[src/rtl/fci_pkg.sv]
package fci_pkg;

    typedef enum logic [3:0] {
        S_IDLE,
        S_RD_BUF0,
        S_WR_BUF0,
        S_CLR_BUF,
        S_WR_BKEY,
        S_WR_SKEY,
        S_WR_CTRL,
        S_FLUSH,
        S_POLL_RD,
        S_POLL_WAIT
    } fci_state_e;

    // Codes 1..3 select a table size; code 0 has no size and is refused.
    function automatic logic fci_code_ok(input logic [1:0] code);
        return code != 2'd0;
    endfunction

endpackage

[src/rtl/fci_word_builder.sv]
module fci_word_builder #(
    parameter int unsigned DATA_W     = 32,
    parameter int unsigned SHIFT_BASE = 15,
    parameter int unsigned FIELD_W    = 4,
    parameter int unsigned MAXLEN_LSB = 24,
    parameter int unsigned THRESH_LSB = 28,
    parameter logic [3:0]  MAXLEN_VAL = 4'hA,
    parameter logic [3:0]  THRESH_VAL = 4'h4
) (
    input  logic [1:0]        code_i,
    input  logic [DATA_W-1:0] buf0_size_i,
    output logic [DATA_W-1:0] shrunk_size_o,
    output logic [DATA_W-1:0] ctrl_word_o
);

    localparam logic [DATA_W-1:0] ONE = DATA_W'(1);

    logic [DATA_W-1:0] carve;

    always_comb begin
        carve         = ONE << (SHIFT_BASE + 32'(code_i));
        shrunk_size_o = buf0_size_i - carve;
    end

    always_comb begin
        ctrl_word_o                           = '0;
        ctrl_word_o[1:0]                      = code_i;
        ctrl_word_o[MAXLEN_LSB +: FIELD_W]    = MAXLEN_VAL[FIELD_W-1:0];
        ctrl_word_o[THRESH_LSB +: FIELD_W]    = THRESH_VAL[FIELD_W-1:0];
    end

endmodule

[src/rtl/fci_tick_timer.sv]
module fci_tick_timer #(
    parameter int unsigned CYCLES = 100000
) (
    input  logic clk_i,
    input  logic rst_ni,
    input  logic run_i,
    output logic expired_o
);

    localparam int unsigned CNT_W = $clog2(CYCLES + 1);

    logic [CNT_W-1:0] cnt_d, cnt_q;

    always_comb begin
        expired_o = run_i && (cnt_q == CNT_W'(CYCLES - 1));
        if (!run_i || expired_o) cnt_d = '0;
        else                     cnt_d = cnt_q + CNT_W'(1);
    end

    always_ff @(posedge clk_i) begin
        if (!rst_ni) cnt_q <= '0;
        else         cnt_q <= cnt_d;
    end

endmodule

[src/rtl/flow_table_init_seq.sv]
module flow_table_init_seq
    import fci_pkg::*;
#(
    parameter int unsigned       ADDR_W      = 32,
    parameter int unsigned       DATA_W      = 32,
    parameter int unsigned       NUM_BUFS    = 8,
    parameter int unsigned       BUF_STRIDE  = 4,
    parameter logic [ADDR_W-1:0] BUF_BASE    = 32'h0000_3C00,
    parameter logic [ADDR_W-1:0] BKEY_ADDR   = 32'h0000_EE68,
    parameter logic [ADDR_W-1:0] SKEY_ADDR   = 32'h0000_EE6C,
    parameter logic [ADDR_W-1:0] CTRL_ADDR   = 32'h0000_EE00,
    parameter logic [ADDR_W-1:0] FLUSH_ADDR  = 32'h0000_0008,
    parameter logic [DATA_W-1:0] BKEY_VAL    = 32'hA5C3_0F1E,
    parameter logic [DATA_W-1:0] SKEY_VAL    = 32'h5A3C_F0E1,
    parameter int unsigned       DONE_BIT    = 3,
    parameter int unsigned       POLL_CYCLES = 100000,
    parameter int unsigned       POLL_LIMIT  = 10
) (
    input  logic              clk_i,
    input  logic              rst_ni,
    input  logic              start_i,
    input  logic [1:0]        alloc_code_i,
    output logic              bus_req_o,
    output logic              bus_we_o,
    output logic [ADDR_W-1:0] bus_addr_o,
    output logic [DATA_W-1:0] bus_wdata_o,
    input  logic              bus_ack_i,
    input  logic [DATA_W-1:0] bus_rdata_i,
    output logic              busy_o,
    output logic              done_o,
    output logic              timeout_o,
    output logic              error_o
);

    localparam int unsigned IDX_W  = $clog2(NUM_BUFS);
    localparam int unsigned POLL_W = $clog2(POLL_LIMIT + 1);

    typedef struct packed {
        fci_state_e        state;
        logic              req;
        logic              we;
        logic [ADDR_W-1:0] addr;
        logic [DATA_W-1:0] wdata;
        logic [IDX_W-1:0]  idx;
        logic [POLL_W-1:0] polls;
        logic [1:0]        code;
        logic [DATA_W-1:0] buf0;
        logic              done;
        logic              timeout;
        logic              err;
    } seq_t;

    seq_t seq_d, seq_q;

    logic [DATA_W-1:0] shrunk_w, ctrl_w;
    logic              tick_w;
    logic              acc_en, acc_we;
    logic [ADDR_W-1:0] acc_addr;
    logic [DATA_W-1:0] acc_wdata;
    logic [POLL_W-1:0] polls_inc;

    fci_word_builder #(
        .DATA_W (DATA_W)
    ) u_words (
        .code_i        (seq_q.code),
        .buf0_size_i   (seq_q.buf0),
        .shrunk_size_o (shrunk_w),
        .ctrl_word_o   (ctrl_w)
    );

    fci_tick_timer #(
        .CYCLES (POLL_CYCLES)
    ) u_tick (
        .clk_i     (clk_i),
        .rst_ni    (rst_ni),
        .run_i     (seq_q.state == S_POLL_WAIT),
        .expired_o (tick_w)
    );

    // What the current state puts on the bus.
    always_comb begin
        acc_en    = 1'b1;
        acc_we    = 1'b1;
        acc_addr  = '0;
        acc_wdata = '0;
        unique case (seq_q.state)
            S_RD_BUF0: begin acc_we = 1'b0; acc_addr = BUF_BASE; end
            S_WR_BUF0: begin acc_addr = BUF_BASE; acc_wdata = shrunk_w; end
            S_CLR_BUF: acc_addr = BUF_BASE + ADDR_W'(seq_q.idx) * ADDR_W'(BUF_STRIDE);
            S_WR_BKEY: begin acc_addr = BKEY_ADDR; acc_wdata = BKEY_VAL; end
            S_WR_SKEY: begin acc_addr = SKEY_ADDR; acc_wdata = SKEY_VAL; end
            S_WR_CTRL: begin acc_addr = CTRL_ADDR; acc_wdata = ctrl_w; end
            S_FLUSH:   begin acc_we = 1'b0; acc_addr = FLUSH_ADDR; end
            S_POLL_RD: begin acc_we = 1'b0; acc_addr = CTRL_ADDR; end
            default:   acc_en = 1'b0;
        endcase
    end

    always_comb begin
        seq_d      = seq_q;
        seq_d.done = 1'b0;
        seq_d.err  = 1'b0;
        polls_inc  = seq_q.polls + POLL_W'(1);

        if (seq_q.state == S_IDLE) begin
            if (start_i) begin
                if (fci_code_ok(alloc_code_i)) begin
                    seq_d.state   = S_RD_BUF0;
                    seq_d.code    = alloc_code_i;
                    seq_d.timeout = 1'b0;
                    seq_d.polls   = '0;
                end else begin
                    seq_d.err = 1'b1;
                end
            end
        end else if (seq_q.state == S_POLL_WAIT) begin
            if (tick_w) seq_d.state = S_POLL_RD;
        end else if (acc_en) begin
            if (!seq_q.req) begin
                seq_d.req   = 1'b1;
                seq_d.we    = acc_we;
                seq_d.addr  = acc_addr;
                seq_d.wdata = acc_wdata;
            end else if (bus_ack_i) begin
                seq_d.req = 1'b0;
                unique case (seq_q.state)
                    S_RD_BUF0: begin
                        seq_d.buf0  = bus_rdata_i;
                        seq_d.state = S_WR_BUF0;
                    end
                    S_WR_BUF0: begin
                        seq_d.idx   = IDX_W'(1);
                        seq_d.state = S_CLR_BUF;
                    end
                    S_CLR_BUF: begin
                        if (seq_q.idx == IDX_W'(NUM_BUFS - 1)) seq_d.state = S_WR_BKEY;
                        else seq_d.idx = seq_q.idx + IDX_W'(1);
                    end
                    S_WR_BKEY: seq_d.state = S_WR_SKEY;
                    S_WR_SKEY: seq_d.state = S_WR_CTRL;
                    S_WR_CTRL: seq_d.state = S_FLUSH;
                    S_FLUSH:   seq_d.state = S_POLL_RD;
                    S_POLL_RD: begin
                        seq_d.polls = polls_inc;
                        if (bus_rdata_i[DONE_BIT]) begin
                            seq_d.state = S_IDLE;
                            seq_d.done  = 1'b1;
                        end else if (polls_inc == POLL_W'(POLL_LIMIT)) begin
                            seq_d.state   = S_IDLE;
                            seq_d.done    = 1'b1;
                            seq_d.timeout = 1'b1;
                        end else begin
                            seq_d.state = S_POLL_WAIT;
                        end
                    end
                    default: seq_d.state = S_IDLE;
                endcase
            end
        end else begin
            seq_d.state = S_IDLE;
        end
    end

    always_ff @(posedge clk_i) begin
        if (!rst_ni) begin
            seq_q       <= '0;
            seq_q.state <= S_IDLE;
        end else begin
            seq_q <= seq_d;
        end
    end

    assign bus_req_o   = seq_q.req;
    assign bus_we_o    = seq_q.we;
    assign bus_addr_o  = seq_q.addr;
    assign bus_wdata_o = seq_q.wdata;
    assign busy_o      = seq_q.state != S_IDLE;
    assign done_o      = seq_q.done;
    assign timeout_o   = seq_q.timeout;
    assign error_o     = seq_q.err;

endmodule

[config.mk]
export PLATFORM = sky130hd
export DESIGN_NAME = flow_table_init_seq
export DESIGN_NICKNAME = d
export VERILOG_FILES = /design/src/rtl/fci_pkg.sv /design/src/rtl/fci_word_builder.sv /design/src/rtl/fci_tick_timer.sv /design/src/rtl/flow_table_init_seq.sv
export SDC_FILE = /design/constraint.sdc
export NUM_CORES = 1
export LEC_CHECK = 0
export BUFFER_PORTS_ARGS = -buffer_cell sky130_fd_sc_hd__buf_2
export CORE_AREA = 8 8 119 121
export CTS_CLUSTER_SIZE = 30
export DETAILED_ROUTE_END_ITERATION = 7
export DIE_AREA = 0 0 127 129
export PLACE_DENSITY = 0.72
export SETUP_SLACK_MARGIN = 0.15
export SYNTH_ARGS = -nofsm -noshare
export SYNTH_HDL_FRONTEND = slang
export SYNTH_SLANG_ARGS = --single-unit
[constraint.sdc]
create_clock -name clk_i -period 7.6 [get_ports clk_i]
set_clock_uncertainty 0.1 [all_clocks]
set_input_delay 2.28 -clock clk_i [delete_from_list [all_inputs] [get_ports clk_i]]
set_output_delay 2.28 -clock clk_i [all_outputs]
set_load 0.005 [all_outputs]
==> results.cfg, run 1 <==
[status]
outcome = finished, final reports clean

[place]
gp_congestion = 0.869
pre_cts_ws_ps = 3510
post-dp-hpwl_um = 10700
port_buffers = 87

[die]
pin_count = 108
rows = 41
core_sq_um = 12300
die_x_um = 127
dieArea_sq_um = 16400
die_h_um = 129
floorplan.initialDensity_pct = 48.7

[clocking]
cts_made_buffers = 9
clk_pin_slew_worst_paths_ps = 60
cts_max_level = 3
hold_buffers = 0
cts_setup_buffers = 0
root_buffer = clkbuf_16
cts_tree = done
cts_resized = 0
clock_path_buffers = 2
clock-sinks = 106
clk_latency_ps = 350

[setup_path]
worstPathArrival_ps = 1850
reg2reg_slack_ps = 4680
cp-start-kind = register
crit_type = reg -> out
crit_fanout = 28
required_ps = 5220
reg2reg_depth = 8
r2r-end = bus_wdata_o[24]
r2r_start = seq_q[36]
end_kind = primary output

[sta]
min_period_ps = 4230
setup_violations = 0
worst_pin_slew_ps = 918
fin_crit_sh_pct = 55.7
drv_slew = 0
rsz0062_at_grt = false
maxSlewHeadroom_pct = 38.7
fin_worst_hold_slack_ps = 357
finalHoldViolCount = 0
max_freq_mhz = 236
final.setup.tns_ps = 0
fin_ws_ps = 3370

[global_route]
grt_pass1_wl_um = 24100
grt_antenna_before_repair = 0
grt_pass1_vias = 4810
grtUsageTotal_pct = 18.1
grt_max_degree = 42
overflow = 0

[yosys]
synth_flop_cell = dfxtp_1
synth_cell_type_count = 71
ys_ff_latch = 106
synth_edf_count = 0
synth_area_sq_um = 6000
synth_warnings = 0
async_reset_ff_share_pct = 0
ys_seq_area_share_pct = 35.4
avgSynthCellArea_sq_um = 7.85
synthCells = 764

[power]
switchingPower_mw = 0.367
pwr-share-comb_pct = 18.8
p_int_mw = 0.921
power_frac_clock_pct = 33.8
cellLeakagePower_nw = 2.62
seq_power_share_pct = 47.4
power_density_nw_per_um2 = 200
ir_drop_v = 0.000107
switching_share_pct = 28.5

[cells_and_area]
diodes = 0
layout.nets = 849
final_layout_size_suffix_gt1_share_pct = 16.5
final_core_util_pct = 52.3
area_growth_syn_to_layout_pct = 7.28
fill_cells = 1183

[min_path]
hold_depth = 2
hp-class = reg -> reg
hold_start = bus_addr_o[4]
hold_end = bus_addr_o[4]

[route]
vias = 5275
via_per_inst = 5.56
ant_nets = 0
drt-total-wl_um = 14600
drt_iter0_drc = 355
drt-wirelength-per-cell_um = 15.4
drtPass1Iterations = 5
route.detailed.drc = 0

[run]
maxCapViolCount = 0
cell families after synthesis:
| logic type | share of synthesized area (%) |
|---|---|
| buffers and inverters | 11.5 |
| xor gates and xnor gates | 4.38 |
| and+or+nand+nor | 23.2 |
| adders and majority gates | 3.67 |
| DFF | 35.4 |
| muxes | 1.21 |
| AOI/OAI and AO/OA | 20.5 |
| other | 0.125 |
worst max path at each step:
stage | cells past startpoint | startpoint | slack, ps | end
5_1_grt | 2 | seq_q[112] | 3260 | busy_o
2_1_floorplan | 4 | rst_ni | 4020 | bus_wdata_o[17]
4_1_cts | 2 | seq_q[112] | 3360 | busy_o
3_5_place_dp | 7 | bus_ack_i | 3510 | seq_q[23]
3_3_place_gp | 7 | bus_ack_i | 3600 | seq_q[28]
6_report | 2 | seq_q[112] | 3370 | busy_o
flip-flops by register name (all words and copies together) (netlist names):
signal	flops
done_o	1
bus_we_o	1
timeout_o	1
error_o	1
bus_addr_o	7
bus_req_o	1
bus_wdata_o	32
seq_q	45
u_tick.cnt_q	17
worst max-delay path: stages, from the launching register on:
cell	delay [ps]
dfxtp_1	600
or4_1	710
buf_2	180
cell type report:
cell class / count / area [sq um] / area share (%)
clock inverters: 2 / 12.5 / 0.194
flip-flops and latches: 106 / 2120 / 33.0
inverters: 17 / 63.8 / 0.992
repair buffers: 96 / 503 / 7.82
multi-input cells: 564 / 3280 / 51.1
clock buffers: 13 / 260 / 4.05
well taps: 150 / 188 / 2.92
layout by cell type, fill, tap and decap left out, types with 8 or more instances in the layout:
master	instances
a21oi_1	75
buf_2	87
buf_4	9
clkbuf_16	9
conb_1	28
dfxtp_1	106
ha_1	16
inv_1	16
nand2_1	106
nand3_1	21
nand4_1	12
nor2_1	87
nor3_1	17
o21ai_0	25
o22ai_1	8
xnor2_1	16
xor2_1	14
cell usage after synthesis (all sizes together) (4+ instances only):
cell type | n | share of area [%]
a21oi | 75 | 6.3
a221oi | 4 | 0.58
a22oi | 7 | 0.88
a311oi | 4 | 0.58
and2 | 7 | 0.73
and3 | 6 | 0.63
buf | 67 | 8.2
clkbuf | 36 | 2.3
dfxtp | 106 | 35
ha | 16 | 3.3
inv | 17 | 1.1
mux2i | 5 | 0.83
nand2 | 106 | 6.6
nand2b | 6 | 0.63
nand3 | 21 | 1.8
nand4 | 12 | 1.3
nand4b | 4 | 0.58
nor2 | 88 | 5.5
nor2b | 4 | 0.42
nor3 | 18 | 1.6
nor4 | 5 | 0.52
o211ai | 7 | 0.88
o21ai | 25 | 2.1
o221a | 7 | 1.3
o221ai | 4 | 0.58
o22ai | 8 | 0.83
o31ai | 4 | 0.50
or3 | 7 | 0.75
or4 | 4 | 0.52
xnor2 | 16 | 2.3
xor2 | 14 | 2.0
routing by layer:
layer  up-vias  share of wire [%]  track usage (%)
met3        16                6.1             4.10
met1      2458                 49             25.1
met5         -                  0                0
met4         0                1.3             5.32
met2       145                 44             27.6
li1       2656                  -                -
per-stage QoR:
step	instances	power, mW	area (sq um)
after floorplan	790	0.817	6090
after global placement	933	0.860	6160
after detailed placement	933	0.861	6160
after CTS	948	1.30	6430
after global routing	948	1.36	6430
final	948	1.29	6430
power groups by stage:
stage	Combinational, mW	Sequential, mW	Clock, mW
2_1_floorplan	0.204	0.613	0
3_3_place_gp	0.238	0.622	0
3_5_place_dp	0.239	0.622	0
4_1_cts	0.240	0.610	0.446
5_1_grt	0.272	0.615	0.468
6_report	0.243	0.610	0.435
Power figures use the tool's default switching activity.
==> inputs of run 2 (changes only) <==
- PLACE_DENSITY: 0.72 -> 0.74
- clock period: 7.6 -> 3.7 ns (I/O delays scaled with it)
==> run 2 against run 1 <==
Effect of this change:
- flip-flop and latch count stayed put
- register-to-register slack worse by 3900 ps
- power up 120%
- clock power rose by 140%
- critical path depth did not move
- worst hold slack worse by 16 ps
- non-clock buffer count is 3 higher
- worst setup slack got worse by 2600 ps
- sequential power increased by 110%
- first-iteration DRC count is 1.4% lower
- combinational power up 110%
- global-route usage down 0.40 points
==> results.cfg, run 2 (synthesized netlist as in run 1, its figures left out) <==
[setup_path]
required_ps = 2490
startpoint = seq_q[111]
reg2reg_slack_ps = 820
end_kind = primary output
crit_slowest_cell = or4_1
cp-start-kind = register
max_stage_delay_ps = 700
reg2reg_depth = 8
worstPathArrival_ps = 1750
crit_fanout = 21
crit_type = reg -> out
r2r-end = bus_wdata_o[26]
r2r_start = seq_q[36]
crit_chain = or4_1 > buf_2

[route]
via_per_inst = 5.63
route.detailed.drc = 0
drtPass1Iterations = 5
vias = 5355
ant_nets = 0
drt-wirelength-per-cell_um = 15.4
drt-total-wl_um = 14600
drt_iter0_drc = 350

[die]
rows = 41
die_h_um = 129
core_sq_um = 12300
die_x_um = 127
dieArea_sq_um = 16400
pin_count = 108
floorplan.initialDensity_pct = 48.7

[power]
pwr-share-comb_pct = 17.9
power_frac_clock_pct = 37.2
switchingPower_mw = 0.784
switching_share_pct = 27.9
power_density_nw_per_um2 = 431
seq_power_share_pct = 44.9
p_int_mw = 2.02
cellLeakagePower_nw = 2.67
ir_drop_v = 0.000216

[global_route]
grtUsageTotal_pct = 17.7
overflow = 0
grt_antenna_before_repair = 0
grt_max_degree = 53
grt_pass1_wl_um = 23700
grt_pass1_vias = 4832

[clocking]
cts_max_level = 3
cts_made_buffers = 9
clk_latency_ps = 350
clock_path_buffers = 2
clock-sinks = 106
root_buffer = clkbuf_16
cts_tree = done
clk_pin_slew_worst_paths_ps = 70
cts_setup_buffers = 0
hold_buffers = 0
cts_resized = 0

[sta]
maxSlewHeadroom_pct = 40.9
rsz0062_at_grt = false
drv_slew = 0
max_freq_mhz = 338
min_period_ps = 2960
final.setup.tns_ps = 0
finalHoldViolCount = 0
setup_violations = 0
worst_pin_slew_ps = 886
fin_crit_sh_pct = 79.9

[run]
maxCapViolCount = 0

[cells_and_area]
largest_reg_flops = 45
final_layout_size_suffix_gt1_share_pct = 17.2
diodes = 0
finish.instance_area_sq_um = 6510
top_register = seq_q
layout.nets = 852
seqCellArea_sq_um = 2120
fill_cells = 1152
multi_input_area_sq_um = 3280
final_cell_mix = nand2_1, dfxtp_1, nor2_1, buf_2, a21oi_1
area_growth_syn_to_layout_pct = 8.55

[min_path]
hp-class = reg -> reg
hold_end = timeout_o
hold_start = timeout_o
hold_depth = 2

[place]
post-dp-hpwl_um = 10800
placed_cell_area_sq_um = 6180
gp_congestion = 0.899
port_buffers = 87

[status]
outcome = finished, final reports clean
-- run 2: cell types whose count changed in the layout (fill, tap and decap cells not counted), sizes merged --
cell      delta
clkbuf       -3
clkinv       +1
clkinvlp     -1
inv          +2
bufinv       +2
buf          +3
-- run 2: layout make-up --
cell class,instances,area share [%]
Clock inverter,6,1.35
Clock buffer,10,3.67
Multi-Input combinational cell,564,50.5
Sequential cell,106,32.6
Timing Repair Buffer,99,8.07
Tap cell,150,2.88
Inverter,17,0.980
-- run 2: worst max-delay path: cells and delay by family, from the launching register on --
kind | cells | cell delay [ps]
AND/OR/NAND/NOR | 1 | 700
flip-flops | 1 | 510
buffers and inverters | 1 | 180
-- run 2: metal layers --
layer,track usage (%),up-vias,part of all wire (%)
li1,-,2676,-
met1,23.1,2472,46
met2,27.6,183,44
met3,4.22,24,7.2
met4,7.63,0,2.2
met5,0,-,0
-- run 2: worst max-delay path by stage --
stage          cells after the start  slack, ps         endpoint
2_1_floorplan                      8       1230  bus_wdata_o[24]
3_3_place_gp                       8        940  bus_wdata_o[24]
3_5_place_dp                       8        920  bus_wdata_o[24]
4_1_cts                            2        750           busy_o
5_1_grt                            2        670           busy_o
6_report                           2        740           busy_o
-- run 2: power by group through the flow --
stage	registers, mW	clock network, mW	logic, mW
after floorplan	1.26	0	0.419
after global placement	1.28	0	0.492
after detailed placement	1.29	0	0.495
after CTS	1.26	1.05	0.498
after global routing	1.27	1.10	0.561
final	1.26	1.04	0.502
-- run 2: per-stage QoR --
stage | worst slack, ps | std cells | util [%] | hold WS [ps] | power, mW
finish | 744 | 952 | 52.9 | 340 | 2.81
global route | 665 | 952 | 52.9 | 361 | 2.93
CTS | 747 | 952 | 52.9 | 346 | 2.81
detailed placement | 917 | 936 | 50.2 | 336 | 1.78
global placement | 938 | 936 | 50.2 | 331 | 1.78
floorplan | 1230 | 790 | - | 330 | 1.68
